==> config.mk <==
export PLATFORM = sky130hd
export DESIGN_NAME = fault_tag_dcache
export DESIGN_NICKNAME = d
export VERILOG_FILES = /design/src/rtl/ftd_pkg.sv /design/src/rtl/ftd_line_state.sv /design/src/rtl/ftd_line_data.sv /design/src/rtl/fault_tag_dcache.sv
export SDC_FILE = /design/constraint.sdc
export NUM_CORES = 2
export LEC_CHECK = 0
export BUFFER_PORTS_ARGS = -buffer_cell sky130_fd_sc_hd__buf_2
export CORE_UTILIZATION = 35
export DETAILED_ROUTE_END_ITERATION = 7
export HOLD_SLACK_MARGIN = 0.1
export PLACE_DENSITY_LB_ADDON = 0.2
export SLEW_MARGIN = 30
export SYNTH_ARGS = -nofsm -noshare
export SYNTH_HDL_FRONTEND = slang
export SYNTH_SLANG_ARGS = --single-unit
==> constraint.sdc <==
create_clock -name clk -period 5.8 [get_ports clk]
set_input_delay 0.87 -clock clk [delete_from_list [all_inputs] [get_ports clk]]
set_output_delay 0.87 -clock clk [all_outputs]
set_load 0.005 [all_outputs]
==> src/rtl/ftd_pkg.sv <==
package ftd_pkg;
  localparam int unsigned FTD_WORD_BITS = 32;
  localparam int unsigned FTD_LANES     = FTD_WORD_BITS / 8;

  typedef enum logic [2:0] {
    ST_IDLE,
    ST_EVICT,
    ST_FILL,
    ST_RESP,
    ST_UNCACHED
  } ftd_state_e;
endpackage

==> src/rtl/ftd_line_state.sv <==
module ftd_line_state #(
  parameter int unsigned SETS  = 16,
  parameter int unsigned TAG_W = 24,
  localparam int unsigned IDX_W = $clog2(SETS)
) (
  input  logic             clk,
  input  logic             rst_n,
  input  logic [IDX_W-1:0] rd_idx,
  output logic [TAG_W-1:0] rd_tag,
  output logic             rd_valid,
  output logic             rd_dirty,
  output logic             rd_fault,
  input  logic             wr_en,
  input  logic [IDX_W-1:0] wr_idx,
  input  logic [TAG_W-1:0] wr_tag,
  input  logic             wr_valid,
  input  logic             wr_dirty,
  input  logic             wr_fault
);
  logic [TAG_W-1:0] tag_q   [SETS];
  logic [SETS-1:0]  valid_q;
  logic [SETS-1:0]  dirty_q;
  logic [SETS-1:0]  fault_q;

  for (genvar g = 0; g < SETS; g++) begin : g_set
    logic sel;
    assign sel = wr_en && (wr_idx == IDX_W'(g));

    always_ff @(posedge clk or negedge rst_n) begin
      if (!rst_n) begin
        valid_q[g] <= 1'b0;
        dirty_q[g] <= 1'b0;
        fault_q[g] <= 1'b0;
      end else if (sel) begin
        valid_q[g] <= wr_valid;
        dirty_q[g] <= wr_dirty;
        fault_q[g] <= wr_fault;
      end
    end

    always_ff @(posedge clk) begin
      if (sel) tag_q[g] <= wr_tag;
    end
  end

  assign rd_tag   = tag_q[rd_idx];
  assign rd_valid = valid_q[rd_idx];
  assign rd_dirty = dirty_q[rd_idx];
  assign rd_fault = fault_q[rd_idx];

  // a line installed with its fault flag set never becomes dirty
  AST_FAULTED_NEVER_DIRTY: assert property (@(posedge clk) disable iff (!rst_n)
    wr_en && wr_fault |-> !wr_dirty);
endmodule

==> src/rtl/ftd_line_data.sv <==
module ftd_line_data #(
  parameter int unsigned SETS  = 16,
  parameter int unsigned WORDS = 4,
  localparam int unsigned IDX_W = $clog2(SETS),
  localparam int unsigned WRD_W = $clog2(WORDS),
  localparam int unsigned DEPTH = SETS * WORDS
) (
  input  logic                             clk,
  input  logic [IDX_W-1:0]                 rd_idx,
  input  logic [WRD_W-1:0]                 rd_word,
  output logic [ftd_pkg::FTD_WORD_BITS-1:0] rd_data,
  input  logic                             wr_en,
  input  logic [IDX_W-1:0]                 wr_idx,
  input  logic [WRD_W-1:0]                 wr_word,
  input  logic [ftd_pkg::FTD_LANES-1:0]     wr_be,
  input  logic [ftd_pkg::FTD_WORD_BITS-1:0] wr_data
);
  logic [ftd_pkg::FTD_WORD_BITS-1:0] mem_q [DEPTH];
  logic [IDX_W+WRD_W-1:0] wa;
  logic [IDX_W+WRD_W-1:0] ra;

  assign wa = {wr_idx, wr_word};
  assign ra = {rd_idx, rd_word};

  always_ff @(posedge clk) begin
    if (wr_en) begin
      for (int b = 0; b < int'(ftd_pkg::FTD_LANES); b++) begin
        if (wr_be[b]) mem_q[wa][8*b +: 8] <= wr_data[8*b +: 8];
      end
    end
  end

  assign rd_data = mem_q[ra];
endmodule

==> src/rtl/fault_tag_dcache.sv <==
module fault_tag_dcache #(
  parameter int unsigned ADDR_W  = 32,
  parameter int unsigned SETS    = 16,
  parameter int unsigned WORDS   = 4,
  parameter logic [31:0] IO_BASE = 32'h1000_0000,
  parameter logic [31:0] IO_MASK = 32'hFFFF_0000
) (
  input  logic                              clk,
  input  logic                              rst_n,
  input  logic                              req_valid,
  input  logic                              req_write,
  input  logic [ADDR_W-1:0]                 req_addr,
  input  logic [ftd_pkg::FTD_WORD_BITS-1:0] req_wdata,
  input  logic [ftd_pkg::FTD_LANES-1:0]     req_be,
  output logic                              busy,
  output logic                              rsp_valid,
  output logic [ftd_pkg::FTD_WORD_BITS-1:0] rsp_rdata,
  output logic                              rsp_fault,
  output logic                              bus_req,
  output logic                              bus_we,
  output logic [ADDR_W-1:0]                 bus_addr,
  output logic [ftd_pkg::FTD_WORD_BITS-1:0] bus_wdata,
  output logic [ftd_pkg::FTD_LANES-1:0]     bus_be,
  input  logic                              bus_ack,
  input  logic [ftd_pkg::FTD_WORD_BITS-1:0] bus_rdata,
  input  logic                              bus_err
);
  import ftd_pkg::*;

  localparam int unsigned DW    = FTD_WORD_BITS;
  localparam int unsigned BW    = FTD_LANES;
  localparam int unsigned OFS_W = $clog2(BW);
  localparam int unsigned WRD_W = $clog2(WORDS);
  localparam int unsigned IDX_W = $clog2(SETS);
  localparam int unsigned TAG_W = ADDR_W - IDX_W - WRD_W - OFS_W;

  // reset: asynchronous assertion, synchronous release
  logic [1:0] rst_sync_q;
  logic       rst_sn;
  always_ff @(posedge clk or negedge rst_n) begin
    if (!rst_n) rst_sync_q <= 2'b00;
    else        rst_sync_q <= {rst_sync_q[0], 1'b1};
  end
  assign rst_sn = rst_sync_q[1];

  // controller state
  ftd_state_e       st_q, st_d;
  logic             pw_q, pw_d;
  logic [ADDR_W-1:0] pa_q, pa_d;
  logic [DW-1:0]    pd_q, pd_d;
  logic [BW-1:0]    pb_q, pb_d;
  logic [WRD_W-1:0] beat_q, beat_d;
  logic             ferr_q, ferr_d;
  logic             rv_q, rv_d;
  logic [DW-1:0]    rd_q, rd_d;
  logic             rf_q, rf_d;

  // address split
  logic [ADDR_W-1:0] cur_addr;
  logic [IDX_W-1:0]  idx;
  logic [WRD_W-1:0]  wrd;
  logic [TAG_W-1:0]  tag;
  logic              io_hit;

  assign cur_addr = (st_q == ST_IDLE) ? req_addr : pa_q;
  assign idx      = cur_addr[OFS_W+WRD_W +: IDX_W];
  assign wrd      = cur_addr[OFS_W +: WRD_W];
  assign tag      = cur_addr[ADDR_W-1 -: TAG_W];
  assign io_hit   = ((cur_addr & ADDR_W'(IO_MASK)) == ADDR_W'(IO_BASE));

  // storage
  logic [TAG_W-1:0] t_tag;
  logic             t_valid, t_dirty, t_fault;
  logic             tw_en, tw_dirty, tw_fault;
  logic [DW-1:0]    d_rdata;
  logic             dw_en;
  logic [WRD_W-1:0] dw_word;
  logic [BW-1:0]    dw_be;
  logic [DW-1:0]    dw_data;

  ftd_line_state #(.SETS(SETS), .TAG_W(TAG_W)) u_state (
    .clk      (clk),
    .rst_n    (rst_sn),
    .rd_idx   (idx),
    .rd_tag   (t_tag),
    .rd_valid (t_valid),
    .rd_dirty (t_dirty),
    .rd_fault (t_fault),
    .wr_en    (tw_en),
    .wr_idx   (idx),
    .wr_tag   (tag),
    .wr_valid (1'b1),
    .wr_dirty (tw_dirty),
    .wr_fault (tw_fault)
  );

  ftd_line_data #(.SETS(SETS), .WORDS(WORDS)) u_data (
    .clk     (clk),
    .rd_idx  (idx),
    .rd_word ((st_q == ST_EVICT) ? beat_q : wrd),
    .rd_data (d_rdata),
    .wr_en   (dw_en),
    .wr_idx  (idx),
    .wr_word (dw_word),
    .wr_be   (dw_be),
    .wr_data (dw_data)
  );

  logic hit, accept, last_beat, do_op, op_we;
  logic [DW-1:0] op_wdata;
  logic [BW-1:0] op_be;

  assign busy      = (st_q != ST_IDLE) || !rst_sn;
  assign accept    = req_valid && !busy;
  assign hit       = t_valid && (t_tag == tag);
  assign last_beat = (beat_q == WRD_W'(WORDS - 1));
  assign do_op     = (accept && !io_hit && hit) || (st_q == ST_RESP);
  assign op_we     = (st_q == ST_IDLE) ? req_write : pw_q;
  assign op_wdata  = (st_q == ST_IDLE) ? req_wdata : pd_q;
  assign op_be     = (st_q == ST_IDLE) ? req_be    : pb_q;

  // bus side
  always_comb begin
    bus_req   = 1'b0;
    bus_we    = 1'b0;
    bus_addr  = '0;
    bus_wdata = '0;
    bus_be    = '0;
    unique case (st_q)
      ST_EVICT: begin
        bus_req   = 1'b1;
        bus_we    = 1'b1;
        bus_addr  = {t_tag, idx, beat_q, {OFS_W{1'b0}}};
        bus_wdata = d_rdata;
        bus_be    = '1;
      end
      ST_FILL: begin
        bus_req  = 1'b1;
        bus_addr = {tag, idx, beat_q, {OFS_W{1'b0}}};
      end
      ST_UNCACHED: begin
        bus_req   = 1'b1;
        bus_we    = pw_q;
        bus_addr  = pa_q;
        bus_wdata = pd_q;
        bus_be    = pb_q;
      end
      default: ;
    endcase
  end

  // next state
  always_comb begin
    st_d     = st_q;
    pw_d     = pw_q;
    pa_d     = pa_q;
    pd_d     = pd_q;
    pb_d     = pb_q;
    beat_d   = beat_q;
    ferr_d   = ferr_q;
    rv_d     = 1'b0;
    rd_d     = '0;
    rf_d     = 1'b0;
    tw_en    = 1'b0;
    tw_dirty = 1'b0;
    tw_fault = 1'b0;
    dw_en    = 1'b0;
    dw_word  = wrd;
    dw_be    = op_be;
    dw_data  = op_wdata;

    if (accept && (io_hit || !hit)) begin
      pw_d   = req_write;
      pa_d   = req_addr;
      pd_d   = req_wdata;
      pb_d   = req_be;
      beat_d = '0;
      ferr_d = 1'b0;
      if (io_hit)                            st_d = ST_UNCACHED;
      else if (t_valid && t_dirty && !t_fault) st_d = ST_EVICT;
      else                                   st_d = ST_FILL;
    end

    if (do_op) begin
      rv_d = 1'b1;
      if (op_we) begin
        if (!t_fault) begin
          dw_en    = 1'b1;
          tw_en    = 1'b1;
          tw_dirty = 1'b1;
        end
      end else begin
        rf_d = t_fault;
        rd_d = t_fault ? '0 : d_rdata;
      end
      if (st_q == ST_RESP) st_d = ST_IDLE;
    end

    unique case (st_q)
      ST_EVICT: if (bus_ack) begin
        beat_d = beat_q + WRD_W'(1);
        if (last_beat) st_d = ST_FILL;
      end
      ST_FILL: if (bus_ack) begin
        beat_d  = beat_q + WRD_W'(1);
        ferr_d  = ferr_q | bus_err;
        dw_en   = 1'b1;
        dw_word = beat_q;
        dw_be   = '1;
        dw_data = bus_rdata;
        if (last_beat) begin
          tw_en    = 1'b1;
          tw_fault = ferr_q | bus_err;
          st_d     = ST_RESP;
        end
      end
      ST_UNCACHED: if (bus_ack) begin
        rv_d = 1'b1;
        rf_d = bus_err;
        rd_d = (pw_q || bus_err) ? '0 : bus_rdata;
        st_d = ST_IDLE;
      end
      default: ;
    endcase
  end

  // registers
  always_ff @(posedge clk or negedge rst_sn) begin
    if (!rst_sn) begin
      st_q   <= ST_IDLE;
      beat_q <= '0;
      ferr_q <= 1'b0;
      rv_q   <= 1'b0;
      rf_q   <= 1'b0;
      rd_q   <= '0;
    end else begin
      st_q   <= st_d;
      beat_q <= beat_d;
      ferr_q <= ferr_d;
      rv_q   <= rv_d;
      rf_q   <= rf_d;
      rd_q   <= rd_d;
    end
  end

  always_ff @(posedge clk) begin
    if (accept) begin
      pw_q <= pw_d;
      pa_q <= pa_d;
      pd_q <= pd_d;
      pb_q <= pb_d;
    end
  end

  assign rsp_valid = rv_q;
  assign rsp_rdata = rd_q;
  assign rsp_fault = rf_q;

  AST_HIT_ANSWERS_NEXT: assert property (@(posedge clk) disable iff (!rst_sn)
    accept && !io_hit && hit |=> rsp_valid);
  AST_FAULT_CARRIES_NO_DATA: assert property (@(posedge clk) disable iff (!rst_sn)
    rsp_valid && rsp_fault |-> rsp_rdata == '0);
  AST_STORE_NEVER_TRAPS: assert property (@(posedge clk) disable iff (!rst_sn)
    st_q == ST_RESP && pw_q |=> rsp_valid && !rsp_fault);
  AST_EVICT_ONLY_CLEAN_FLAG: assert property (@(posedge clk) disable iff (!rst_sn)
    st_q == ST_EVICT |-> t_valid && t_dirty && !t_fault);
  AST_IDLE_BUS_QUIET: assert property (@(posedge clk) disable iff (!rst_sn)
    st_q == ST_IDLE |-> !bus_req);
  AST_MISS_RAISES_BUSY: assert property (@(posedge clk) disable iff (!rst_sn)
    accept && (io_hit || !hit) |=> busy);
endmodule

# ---- Yosys cells after proc, flatten, opt, wreduce, memory -nomap -nowiden
# Memory sizes are Yosys's and may differ from the RTL's.
# Cells that the tools add are included.
dict set report totals {
  output_inout_bits 105
  word_cells 291
  mem_bits_rw 2432
  inputBits 106
  memories 2
  reg_bits 159
}
# memory depth width rd rd_clocked_by_memory_dff wr line_no
set mem_list {}
lappend mem_list {u_data.mem_q 64 32 1 0 1 ftd_line_data.sv:18} ;# logic [ftd_pkg::FTD_WORD_BITS-1:0] mem_q [DEPTH];
lappend mem_list {u_state.tag_q 16 24 1 0 1 ftd_line_state.sv:20} ;# logic [TAG_W-1:0] tag_q [SETS];
dict set report op_classes {
  n_eq_ne 22
  bitwise 1
  n_reduce_logical 53
  n_mux 152
  magnitude_cmp 1
  addsub 1
}
# op count
set op_table {}
lappend op_table {{24-bit two-way mux} 15}
lappend op_table {{24-bit OR reduction} 15}
lappend op_table {{32-bit two-way mux} 10}
lappend op_table {{32-bit one-hot mux with 3 select lines} 1}
lappend op_table {{1-bit two-way mux} 85}
lappend op_table {{4-bit two-way mux} 18}
lappend op_table {{32-bit one-hot mux with 2 select lines} 1}
lappend op_table {{4-bit equality test, second input constant} 8}
lappend op_table {{3-bit two-way mux} 9}
lappend op_table {{24-bit equality test} 1}
lappend op_table {{1-bit logical AND} 23}
lappend op_table {{16-bit by 13-bit equality test with 1-bit output, second input constant} 1}
lappend op_table {{4-bit by 3-bit equality test with 1-bit output, second input constant} 4}
lappend op_table {{2-bit two-way mux} 7}
lappend op_table {{1-bit binary-select mux with 4-bit select} 3}
lappend op_table {{3-bit one-hot mux with 3 select lines} 1}
lappend op_table {{4-bit by 2-bit equality test with 1-bit output, second input constant} 2}
lappend op_table {{4-bit one-hot mux with 2 select lines} 1}
lappend op_table {{3-bit by 2-bit equality test with 1-bit output, second input constant} 2}
lappend op_table {{1-bit zero test} 5}
lappend op_table {{4-bit by 5-bit less-than comparator with 1-bit output, second input constant} 1}
lappend op_table {{4-bit by 1-bit equality test with 1-bit output, second input constant} 1}
lappend op_table {{4-bit zero test} 1}
lappend op_table {{1-bit logical OR} 4}
lappend op_table {{other kinds (11)} 11}

# ---- Logic depth before layout (Yosys ltp)
dict set report depth {
  depth_word 30
  mapped_depth 18
  mapped_depth_nobuf 12
}

# ---- By module
# From an unflattened synthesis, not the netlist that was laid out.
dict set report unflattened {
  cells_unflattened 4992
  hier_area_um2 102346.9
}
# mod n_inst area_per_inst_um2 cells_per_inst seq_area_each_um2
set modules_own_cells {}
lappend modules_own_cells {ftd_line_data 1 79130.9 3544 61499.0}
lappend modules_own_cells {ftd_line_state 1 16572.1 737 12732.2}
lappend modules_own_cells {fault_tag_dcache 1 6643.9 711 3123.0}

# ---- Worst setup path after synthesis
# OpenSTA, ideal clock, no wires.
dict set report synth_path {
  kind {register to register}
  start {reg st_q[0]}
  end {mem u_data.mem_q[0][22] in the netlist's numbering, data pin}
  arrival_time_ns 5.525
  stages_incl_launch_ff 13
  synth_period_minus_slack_ns 6.226
  setup_ns 0.702
  slack_ns -0.426
  required_ns 5.098
  cell_sequence {dfrtp_1 > buf_2 > buf_2 > nor3_4 > buf_6 > buf_4 > buf_2 > buf_2 > clkbuf_1 > clkbuf_1 > buf_1 > mux2i_1 > o21ai_0}
}
dict set report synth_between {
  elab_chain_cells 4
}
# item line_no
set synth_rtl {}
lappend synth_rtl {{start, declared} fault_tag_dcache.sv:47} ;# ftd_state_e st_q, st_d;
lappend synth_rtl {{start signal, assigned} fault_tag_dcache.sv:237} ;# st_q <= st_d;
lappend synth_rtl {{3-bit zero test} fault_tag_dcache.sv:119} ;# assign op_wdata = (st_q == ST_IDLE) ? req_wdata : pd_q;
lappend synth_rtl {{32-bit two-way mux} fault_tag_dcache.sv:119}
lappend synth_rtl {{32-bit two-way mux} fault_tag_dcache.sv:204} ;# ST_FILL: if (bus_ack) begin
lappend synth_rtl {{32-bit two-way mux *} fault_tag_dcache.sv:199} ;# unique case (st_q)
lappend synth_rtl {{named net dw_data[22]} fault_tag_dcache.sv:79} ;# logic [DW-1:0] dw_data;
lappend synth_rtl {{end, declared} ftd_line_data.sv:18}
# Mark *: on every way through the listed nets, which the timed path passes. The rest lies on a longest branch.

# ---- Final worst setup path
dict set report layout_path {
  start {reg st_q[0]}
  end {out bus_wdata[19] in the netlist's numbering}
}
dict set report layout_between {
  elab_chain_cells 5
}
# item line_no
set layout_rtl {}
lappend layout_rtl {{3-bit zero test} fault_tag_dcache.sv:65} ;# assign cur_addr = (st_q == ST_IDLE) ? req_addr : pa_q;
lappend layout_rtl {{32-bit two-way mux} fault_tag_dcache.sv:65}
lappend layout_rtl {{2-bit two-way mux} fault_tag_dcache.sv:100} ;# .rd_word ((st_q == ST_EVICT) ? beat_q : wrd),
lappend layout_rtl {{memory 64 x 32 bit} -}
lappend layout_rtl {{32-bit one-hot mux with 2 select lines *} fault_tag_dcache.sv:129} ;# unique case (st_q)
lappend layout_rtl {{end, declared} fault_tag_dcache.sv:22} ;# output logic [ftd_pkg::FTD_WORD_BITS-1:0] bus_wdata,
# Every way passes the cells marked *; elsewhere a longest branch is shown, timed or not.

==> results.sh <==
export IMPL_status="finished clean"
export IMPL_cts_root_buf="clkbuf_16"
export IMPL_nFillCells=27500
export IMPL_clk_latency_ns=0.87
export IMPL_multi_input_area_mm2=0.0290
export IMPL_dr_pass1_iters=6
export IMPL_synth_top_area_share_pct=69.9
export IMPL_die_area_mm2=0.309
export IMPL_htree_num_levels=5
export IMPL_period_minus_slack_ns=5.78
export IMPL_synth_distinct_cells=74
export IMPL_max_vdd_ir_drop_mv=0.281
export IMPL_synth_edf_count=2501
export IMPL_worst_pin_slew_ns=1.07
export IMPL_grt_pass1_vias=66700
export IMPL_power_leakage_uw=0.0444
export IMPL_crit_path_frequent_cell="buf_4"
export IMPL_synth_common_cells="edfxtp_1, nand2_1, mux4_2"
export IMPL_end_kind="primary output"
export IMPL_drive_gt1_share_pct=25.9
export IMPL_via_per_inst=5.64
export IMPL_power_density_mw_per_mm2=515
export IMPL_cts_sinks=2591
export IMPL_critPathMaxStageDelay_ns=0.62
export IMPL_ant_nets=0
export IMPL_ys_warn_count=0
export IMPL_ys_ff_latch=2591
export IMPL_syn_mean_instance_area_um2=15.5
export IMPL_cts_tree="built"
export IMPL_finalHoldViolations=0
export IMPL_io_buffers=210
export IMPL_criticalPathCategory="reg2out"
export IMPL_setup_worst_path_start_class="flop"
export IMPL_grt_antenna_before_repair=30
export IMPL_slew_violations=0
export IMPL_regArea_mm2=0.0774
export IMPL_crit_buf_inv=6
export IMPL_synth_most_common_cell="edfxtp_1"
export IMPL_rsz0062_at_grt="true"
export IMPL_io_pins=211
export IMPL_cp_max_fo=59
export IMPL_dp_cells=11500
export IMPL_final_cells=12100
export IMPL_netlist_instances=6909
export IMPL_cts_buffers=281
export IMPL_relSlewSlack_pct=28.7
export IMPL_syn_area_mm2=0.107
export IMPL_drt_drc_violations_left=0
export IMPL_synthArstFlopShare_pct=3.47
export IMPL_worst_ep_required_time_ns=4.93
export IMPL_synth_fp_nets=7016
export IMPL_final_nets=7843
export IMPL_finalWirelength_um=376000
export IMPL_grt_ovfl_total=0
export IMPL_grt_start_max_net_pins=85
export IMPL_fmax_mhz=173
export IMPL_setup_viol=0
export IMPL_synth_area_leaders="edfxtp_1, mux4_2, nand2_1"
export IMPL_drt_iter0_markers=8197
export IMPL_timing_final_crit_share_pct=99.7
export IMPL_finClkSkew_ns=0.0559
export IMPL_vias=68000
export IMPL_crit_chain="buf_4 > or4b_4 > nand2_8 > buf_12 > buf_4 > nand2_2 > buf_4 > o21ai_0 > o22ai_1 > buf_4 > a22o_1 > buf_2"
export IMPL_yosysTopAreaCell="edfxtp_1"
export IMPL_wl_per_cell_um=31.2
export IMPL_ys_seq_area_share_pct=72.0
export IMPL_grtUsageTotal_pct=23.8
export IMPL_start_util_pct=35.1
export IMPL_max_cap_violations=0
export IMPL_hpwl_um=259000
export IMPL_worst_path_max_delay_cell="or4b_4"
export IMPL_postPlaceCellArea_mm2=0.119
export IMPL_globalplace_congestion=0.916
export IMPL_die_height_um=556
export IMPL_cts_reportedPaths_clkPinSlew_ns=0.06
export IMPL_cp_top_family="buffers and inverters"
export IMPL_rows=203
export IMPL_core_area_mm2=0.306
export IMPL_die_w_um=556
export IMPL_clockBufferDepth=4
export IMPL_worstPathArrival_ns=4.91
export IMPL_grt_pass1_wl_um=521000
export IMPL_syn2layout_area_growth_pct=20.5
export IMPL_min_path_type="in2reg"
export IMPL_yosys_most_used_dff="edfxtp_1"
export IMPL_final_cell_area_mm2=0.129
final timing paths:
check	startpoint	endpoint	slack, ns	cells past startpoint
max	st_q[0]$_DFF_PN0_	bus_wdata[19]	0.02	12
min	req_wdata[25]	pd_q[25]$_DFFE_PP_	0.20	1
max reg2reg	st_q[2]$_DFF_PN0_	u_state.tag_q[11][5]$_DFFE_PP_	0.19	15
min reg2reg	rst_sync_q[0]$_DFF_PN0_	rst_sync_q[1]$_DFF_PN0_	0.35	0
max in group asynchronous	rst_sync_q[1]$_DFF_PN0_	st_q[1]$_DFF_PN0_	4.55	1
min in group asynchronous	rst_n	rst_sync_q[0]$_DFF_PN0_	0.45	2
sequential cells by signal, summed over array words and instances, names as in the netlist, 2 cells and up:
| signal | count |
|---|---|
| st_q | 3 |
| u_state.tag_q | 384 |
| u_data.mem_q | 2048 |
| beat_q | 2 |
| pd_q | 32 |
| pa_q | 32 |
| u_state.dirty_q | 16 |
| u_state.fault_q | 16 |
| pb_q | 4 |
| rsp_rdata | 32 |
| u_state.valid_q | 16 |
| rst_sync_q | 2 |
cell type report:
type | count | area share (%)
clock inverters | 158 | 1.35
clock buffers | 336 | 5.72
repair buffers | 1007 | 6.64
flip-flops and latches | 2591 | 59.8
diodes | 13 | 0.0251
well taps | 4100 | 3.96
multi-input cells | 3824 | 22.4
inverters | 31 | 0.0909
worst reg2reg max path, cell delays in order (launching register included):
cell and delay [ns]:
dfrtp_2 0.55, clkbuf_4 0.29, or3_4 0.55, buf_4 0.47, o21ai_0 0.19, o22ai_1 0.46, o211ai_1 0.35, o21a_1 0.28
a311o_1 0.37, nor4_1 0.21, nor4b_4 0.46, buf_12 0.22, a31oi_4 0.11, buf_12 0.21, a21oi_4 0.38, buf_12 0.19
metrics by stage:
stage	setup WS, ns	TNS [ns]	util (%)	hold slack (ns)	power (uW)
3_3_place_gp	-0.183	-81.84	39.0	0.336	47700
3_5_place_dp	-0.141	-50.03	39.1	0.336	48000
5_1_grt	-0.0664	-0.0782	42.3	0.156	68500
4_1_cts	-0.0456	-0.0904	42.2	0.150	66200
2_1_floorplan	-0.0806	-51.61	-	0.331	35900
6_report	0.0169	0	42.3	0.197	66600
logic make-up (layout without fill, tap and decap cells):
kind of cell / count (synthesis) / after routing / share of synthesized area [%]
AO/OA/AOI/OAI: 845 / 845 / 5.08
XOR/XNOR: 35 / 35 / 0.285
adder cells (fa/ha/maj): 1 / 1 / 0.0116
buffers and inverters: 494 / 1532 / 1.90
flip-flops: 2591 / 2591 / 72.0
multiplexers: 651 / 651 / 11.5
other: 1 / 14 / 0.00349
AND/OR/NAND/NOR: 2291 / 2291 / 9.16
layer usage:
| layer | up-vias | share of wire, % | track usage (%) |
|---|---|---|---|
| met5 | - | 0.016 | 0 |
| met4 | 8 | 4.1 | 8.80 |
| met3 | 626 | 9.3 | 5.08 |
| met2 | 3511 | 45 | 36.6 |
| met1 | 35300 | 42 | 33.0 |
| li1 | 28500 | - | - |
power breakdown:
group          switching [uW]  internal, uW  total, uW  leakage [uW]
registers                 210         23400      23700        0.0237
clock network            7510         10700      18200       0.00448
logic                   17100          7680      24800        0.0162
total                   24800         41800      66600        0.0444
timing repair:
| item | 4_1_cts | 5_1_grt |
|---|---|---|
| pin swaps | 3 | 2 |
| gates cloned | 0 | 4 |
| setup endpoints to repair | 1044 | 434 |
| resized for setup | 35 | 41 |
| hold buffers | 1 | 0 |
| endpoints found under the hold margin | 2 | 0 |
| buffers inserted | 13 | 11 |
cell usage in the layout, fill, tap and decap left out, types with 47 or more instances in the layout:
cell type     n
mux2i_1     145
nand2_1    1251
o22ai_1      76
a21oi_1     164
nand3_1     363
and3_1      118
buf_2       208
mux4_2      464
clkbuf_16   293
nor2_1      356
edfxtp_1   2501
clkinv_2     47
o21ai_0     136
buf_12       90
a211oi_1     49
dfrtp_1      86
a31oi_1     115
buf_4       672
No activity file was read; power rests on OpenSTA's default activity.
